## src/rtl/readout_pkg.sv

```systemverilog
package readout_pkg;

  // Full-precision width of a CIC built for ratios up to 2^max_log2
  function automatic int cic_width(int in_w, int order, int max_log2);
    return in_w + order * max_log2;
  endfunction

  // Shift that removes the CIC DC gain R^order for R = 2^log2r
  function automatic int gain_shift(int order, int log2r);
    return order * log2r;
  endfunction

endpackage

```

## src/rtl/dec_strobe.sv

```systemverilog
module dec_strobe #(
  parameter int MAX_LOG2 = 6,
  parameter int SH_W     = 3
) (
  input  logic            clk,
  input  logic            rst_n,
  input  logic            smp_vld,
  input  logic [SH_W-1:0] dec_log2,
  output logic            dec_tick
);
  localparam int CW = MAX_LOG2 + 1;
  localparam logic [CW-1:0] ONE = 1;

  logic [CW-1:0] limit;
  logic [CW-1:0] cnt;
  logic          at_end;

  assign limit    = (ONE << dec_log2) - ONE;
  assign at_end   = (cnt >= limit);
  assign dec_tick = smp_vld && at_end;

  always_ff @(posedge clk) begin
    if (!rst_n)       cnt <= '0;
    else if (smp_vld) cnt <= at_end ? '0 : cnt + ONE;
  end

  // idle cycles never move the sample count
  a_r7_count_idle: assert property (@(posedge clk) disable iff (!rst_n)
    !smp_vld |=> $stable(cnt));

endmodule

```

## src/rtl/cic_decim.sv

```systemverilog
module cic_decim
  import readout_pkg::*;
#(
  parameter int IN_W     = 16,
  parameter int OUT_W    = 8,
  parameter int ORDER    = 3,
  parameter int MAX_LOG2 = 6,
  parameter int SH_W     = 3
) (
  input  logic                    clk,
  input  logic                    rst_n,
  input  logic                    in_vld,
  input  logic                    dec_tick,
  input  logic [SH_W-1:0]         dec_log2,
  input  logic signed [IN_W-1:0]  din,
  output logic signed [OUT_W-1:0] dout,
  output logic                    dout_vld
);
  localparam int W    = cic_width(IN_W, ORDER, MAX_LOG2);
  localparam int DROP = IN_W - OUT_W;

  logic signed [W-1:0] din_ext;
  logic signed [W-1:0] integ    [ORDER];
  logic signed [W-1:0] comb_dly [ORDER];
  logic signed [W-1:0] comb_in  [ORDER+1];
  logic signed [OUT_W-1:0] rd_val;

  assign din_ext = {{(W-IN_W){din[IN_W-1]}}, din};

  for (genvar k = 0; k < ORDER; k++) begin : g_integ
    if (k == 0) begin : g_first
      always_ff @(posedge clk) begin
        if (!rst_n)      integ[k] <= '0;
        else if (in_vld) integ[k] <= integ[k] + din_ext;
      end
    end else begin : g_rest
      always_ff @(posedge clk) begin
        if (!rst_n)      integ[k] <= '0;
        else if (in_vld) integ[k] <= integ[k] + integ[k-1];
      end
    end
  end

  assign comb_in[0] = integ[ORDER-1];
  for (genvar k = 0; k < ORDER; k++) begin : g_comb
    assign comb_in[k+1] = comb_in[k] - comb_dly[k];
    always_ff @(posedge clk) begin
      if (!rst_n)        comb_dly[k] <= '0;
      else if (dec_tick) comb_dly[k] <= comb_in[k];
    end
  end

  // remove the DC gain, then drop the insignificant low bits
  assign rd_val = OUT_W'(comb_in[ORDER] >>> (gain_shift(ORDER, int'(dec_log2)) + DROP));

  always_ff @(posedge clk) begin
    if (!rst_n) begin
      dout     <= '0;
      dout_vld <= 1'b0;
    end else begin
      dout_vld <= dec_tick;
      if (dec_tick) dout <= rd_val;
    end
  end

  // no sample, no integrator movement
  a_r7_integ_hold: assert property (@(posedge clk) disable iff (!rst_n)
    !in_vld |=> $stable(integ[ORDER-1]));
  // decimation instants coincide with accepted samples
  a_r5_tick_on_sample: assert property (@(posedge clk) disable iff (!rst_n)
    dec_tick |-> in_vld);
  // readout holds between pulses
  a_r6_dout_steady: assert property (@(posedge clk) disable iff (!rst_n)
    !dout_vld |-> $stable(dout));

endmodule

```

## src/rtl/phase_readout_decim.sv

```systemverilog
module phase_readout_decim #(
  parameter int PA_W     = 16,
  parameter int PI_W     = 40,
  parameter int DPH_W    = 8,
  parameter int FRQ_W    = 38,
  parameter int ORDER    = 3,
  parameter int MAX_LOG2 = 6,
  parameter int SH_W     = $clog2(MAX_LOG2 + 1)
) (
  input  logic             clk,
  input  logic             rst_n,
  input  logic             smp_vld,
  input  logic [SH_W-1:0]  dec_log2,
  input  logic [PA_W-1:0]  acc_a,
  input  logic [PA_W-1:0]  acc_b,
  input  logic [PI_W-1:0]  inc_a,
  input  logic [PI_W-1:0]  inc_b,
  output logic             out_vld,
  output logic [DPH_W-1:0] dphase,
  output logic [FRQ_W-1:0] freq_a,
  output logic [FRQ_W-1:0] freq_b
);
  localparam int NCH = 2;

  logic                    dec_tick;
  logic signed [PA_W-1:0]  dph_diff;
  logic signed [DPH_W-1:0] dph_q;
  logic signed [PI_W-1:0]  inc_ch [NCH];
  logic signed [FRQ_W-1:0] frq_q  [NCH];
  logic [NCH-1:0]          frq_vld;

  // modulo-2^PA_W difference, read as signed: cancels the common ramp
  assign dph_diff = acc_a - acc_b;
  assign inc_ch[0] = inc_a;
  assign inc_ch[1] = inc_b;

  dec_strobe #(.MAX_LOG2(MAX_LOG2), .SH_W(SH_W)) u_strobe (
    .clk(clk), .rst_n(rst_n), .smp_vld(smp_vld),
    .dec_log2(dec_log2), .dec_tick(dec_tick)
  );

  cic_decim #(.IN_W(PA_W), .OUT_W(DPH_W), .ORDER(ORDER),
              .MAX_LOG2(MAX_LOG2), .SH_W(SH_W)) u_cic_dph (
    .clk(clk), .rst_n(rst_n), .in_vld(smp_vld), .dec_tick(dec_tick),
    .dec_log2(dec_log2), .din(dph_diff), .dout(dph_q), .dout_vld(out_vld)
  );

  for (genvar c = 0; c < NCH; c++) begin : g_frq
    cic_decim #(.IN_W(PI_W), .OUT_W(FRQ_W), .ORDER(ORDER),
                .MAX_LOG2(MAX_LOG2), .SH_W(SH_W)) u_cic_frq (
      .clk(clk), .rst_n(rst_n), .in_vld(smp_vld), .dec_tick(dec_tick),
      .dec_log2(dec_log2), .din(inc_ch[c]), .dout(frq_q[c]),
      .dout_vld(frq_vld[c])
    );
  end

  assign dphase = dph_q;
  assign freq_a = frq_q[0];
  assign freq_b = frq_q[1];

  // a pulse never lasts two cycles
  a_r6_vld_single: assert property (@(posedge clk) disable iff (!rst_n)
    out_vld |=> !out_vld);
  // all three decimators emit on the same cycle
  a_r5_vld_aligned: assert property (@(posedge clk) disable iff (!rst_n)
    frq_vld == {NCH{out_vld}});

endmodule

```

## config.mk

```make
export PLATFORM = sky130hd
export DESIGN_NAME = phase_readout_decim
export DESIGN_NICKNAME = d
export VERILOG_FILES = /design/src/rtl/readout_pkg.sv /design/src/rtl/dec_strobe.sv /design/src/rtl/cic_decim.sv /design/src/rtl/phase_readout_decim.sv
export SDC_FILE = /design/constraint.sdc
export NUM_CORES = 2
export LEC_CHECK = 0
export BUFFER_PORTS_ARGS = -buffer_cell sky130_fd_sc_hd__buf_2
export CORE_MARGIN = 2
export CORE_UTILIZATION = 25
export CTS_CLUSTER_DIAMETER = 50
export DETAILED_ROUTE_END_ITERATION = 7
export GPL_TIMING_DRIVEN = 0
export PLACE_DENSITY = 0.39
export SETUP_SLACK_MARGIN = 0.1
export SYNTH_ARGS = -nofsm -noshare
export SYNTH_HDL_FRONTEND = slang
export SYNTH_SLANG_ARGS = --single-unit
```

## constraint.sdc

```tcl
create_clock -name clk -period 16.17 [get_ports clk]
set_input_delay 3.234 -clock clk [delete_from_list [all_inputs] [get_ports clk]]
set_output_delay 3.234 -clock clk [all_outputs]
set_load 0.01 [all_outputs]
```

==> results.toml <==
[die]
fp.coreArea_um2 = 359000
initial_core_util_pct = 25.1
ios = 203
dieArea_um2 = 366000
die_h_um = 605
die_w_um = 605
fp-row-count = 220

[clock_tree]
insertion_delay_ns = 0.91
cts-resized-gates = 0
cts_sinks = 992
clkTransAtPathRegs_ns = 0.06
max-clock-path-buffers = 4
cts_root_buf = "clkbuf_16"
htree_levels = 4
post_cts_buffers = 0
cts_tree = "yes"
hold_buffers = 0
numCtsBuffers = 201

[pwr]
pwr-share-seq_pct = 15.5
clkPwrFrac_pct = 20.0
leakagePower_nw = 45.7
p_sw_mw = 10.5
p_comb_share_pct = 64.5
power.total_mw = 20.8
swShare_pct = 50.6
peakVddDrop_uv = 101
p_int_mw = 10.3
p_per_area_nw_per_um2 = 198

[critical_path]
cp_max_fo = 11
worstSetupStartpointType = "input pin"
critPathArrivalTime_ns = 12.92
endpoint_kind = "flip-flop"
crit_required_ns = 16.93
ff2ff_path_depth = 41
worstSetupPathType = "input pin to flip-flop"

[drt]
drc = 0
drt_first_iter_violations = 5992
wl_um = 335000
detail-route-antenna-nets = 0
routedWlPerCell_um = 21.4
firstDrtPassIters = 6
via_per_inst = 5.04
num_vias = 79100

[sta]
tightest_slew_ns = 1.49
drv_slew = 0
relSlewSlack_pct = 0.277
fin_crit_sh_pct = 75.2
setup_violations = 0
fmax_mhz = 82.2
finalClockSkew_ns = 0.0603
tns_ns = 0
hold_violations = 0
period_minus_slack_ns = 12.17
rsz0062_at_grt = "no"

[synth]
synth.most_common_cell = "nor2_1"
syn-mean-instance-area_um2 = 8.76
synth_edf_count = 900
synth_area_um2 = 90300
synthDistinctLibCells = 106
yosysTopAreaCell = "edfxtp_1"
yosys_warnings = 0
synthArstFlopShare_pct = 0
ys_ff_latch = 992
yosys-top-cells-count = "978 x nor2_1, 914 x ha_1, 901 x a21oi_1"
yosysSeqAreaShare_pct = 32.0
synth_top_area_share_pct = 29.9
yosys-top-cells-area = "edfxtp_1 30%, ha_1 13%, a21oi_1 5.0%"
syn_inst = 10300
synth_fp_nets = 11400
synth-main-ff-cell = "edfxtp_1"

[worst_hold_path]
min_path_type = "flip-flop to flip-flop"
hold_path_depth = 2

[grt]
grt_max_degree = 67
antenna_found_initial = 16
grt_pass1_vias = 76500
grt_overflow = 0
grt_use_total_pct = 17.8
grt_pass1_wl_um = 501000

[placement]
dp_hpwl_um = 271000
placedCellCount = 15300
portBuffers = 201
place_congestion = 0.953

[cells_and_area]
nets = 11800
synthToLayoutAreaGrowth_pct = 16.0
layout-drive-gt1-share_pct = 7.37
stdcell_count = 15700

[run]
drv_cap = 2

[outcome]
run_status = "finished, violations left"
violations = "max-capacitance violations"
worst max-delay path, stage by stage:
cell and delay (ns):
buf_2 0.12, clkbuf_1 0.34, clkinv_1 0.26, buf_1 0.66
clkbuf_1 0.97, clkbuf_1 0.93, ha_1 0.58, buf_1 0.71
buf_1 0.72, buf_1 1.02, buf_1 0.83, clkbuf_1 0.84
mux2i_1 0.71, nor3_1 0.16, nor3_1 0.62, o211ai_1 0.18
per-stage QoR:
step | setup slack [ns] | util, % | area [um2] | hold slack [ns]
after floorplan | 1.03 | - | 90300 | 0.463
after global placement | -6.71 | 27.1 | 97300 | 0.429
after detailed placement | 3.63 | 27.3 | 98200 | 0.426
after CTS | 4.62 | 29.2 | 105000 | 0.435
after global routing | 4.09 | 29.2 | 105000 | 0.461
final | 4.00 | 29.2 | 105000 | 0.431
sequential cells by signal, indices dropped and copies added, names as in the netlist:
register                  flops
u_strobe.cnt                  7
g_frq.u_cic_frq.integ       348
u_cic_dph.dout                8
g_frq.u_cic_frq.dout         76
u_cic_dph.integ             102
g_frq.u_cic_frq.comb_dly    348
u_cic_dph.comb_dly          102
u_cic_dph.dout_vld            1
power by group through the flow:
stage          clock [mW]  sequential, mW  combinational, mW
6_report             4.16            3.21               13.4
3_5_place_dp            0            3.27               13.0
2_1_floorplan           0            3.20               8.91
5_1_grt              4.40            3.24               14.4
3_3_place_gp            0            3.34               13.0
4_1_cts              4.30            3.22               13.1
worst paths after layout:
path | slack (ns) | to | from
setup / recovery | 4.00 | g_frq[1].u_cic_frq.dout[37]$_SDFFE_PN0P_ | dec_log2[0]
hold / removal | 0.43 | g_frq[0].u_cic_frq.dout[34]$_SDFFE_PN0P_ | g_frq[0].u_cic_frq.dout[34]$_SDFFE_PN0P_
setup reg to reg | 4.79 | g_frq[0].u_cic_frq.dout[26]$_SDFFE_PN0P_ | g_frq[0].u_cic_frq.integ[2][1]$_SDFFCE_PN0P_
hold reg to reg | 0.43 | g_frq[0].u_cic_frq.dout[34]$_SDFFE_PN0P_ | g_frq[0].u_cic_frq.dout[34]$_SDFFE_PN0P_
logic make-up (layout without fill, tap and decap cells):
| family | after synthesis | in the layout | synth area share, % |
|---|---|---|---|
| flops | 992 | 992 | 32.0 |
| mux | 228 | 228 | 3.02 |
| compound gates | 3105 | 3105 | 22.5 |
| fa+ha+maj | 934 | 934 | 13.1 |
| xor+xnor | 773 | 773 | 7.57 |
| simple gates | 3207 | 3207 | 17.3 |
| other cells | 0 | 5 | 0 |
| buf+inv | 1072 | 1678 | 4.50 |
final cells by class:
class,count,area [um2]
antenna,5,12.5
buffer,377,1490
clock buffer,227,5190
clock inverter,140,1430
fill,38400,255000
inverter,695,2610
multi-input combinational,8247,57400
sequential,992,28900
tap,4773,5970
timing repair buffer,239,1790
cells in the final DEF (no fill, tap or decap), drive strengths merged, types with 35 or more instances in the layout:
cell | netlist | final
clkbuf | 319 | 546
o211ai | 80 | 80
nor3 | 216 | 216
dfxtp | 92 | 92
a211oi | 130 | 130
nand3 | 219 | 219
o21a | 146 | 146
o21bai | 134 | 134
edfxtp | 900 | 900
o31ai | 35 | 35
mux2 | 37 | 37
o21ai | 565 | 565
and2 | 263 | 263
a21oi | 907 | 907
nand4 | 84 | 84
mux2i | 159 | 159
clkinv | 3 | 54
nor2 | 978 | 978
or3 | 42 | 42
a31oi | 92 | 92
xnor2 | 467 | 467
nand2 | 651 | 651
nor2b | 120 | 120
buf | 58 | 297
xor2 | 301 | 301
inv | 692 | 736
a21o | 503 | 503
or2 | 40 | 40
ha | 914 | 914
and3 | 354 | 354
nand2b | 129 | 129
a211o | 52 | 52
metal layers:
| layer | global-route usage [%] | vias up | wire, um | share of wire, % |
|---|---|---|---|---|
| met1 | 26.9 | 37800 | 173000 | 52 |
| met5 | 0 | - | 13 | 0.0039 |
| met3 | 2.13 | 432 | 16200 | 4.8 |
| met4 | 4.99 | 2 | 9150 | 2.7 |
| met2 | 26.3 | 1935 | 137000 | 41 |
| li1 | - | 38900 | - | - |
(Power assumes the default switching activity.)
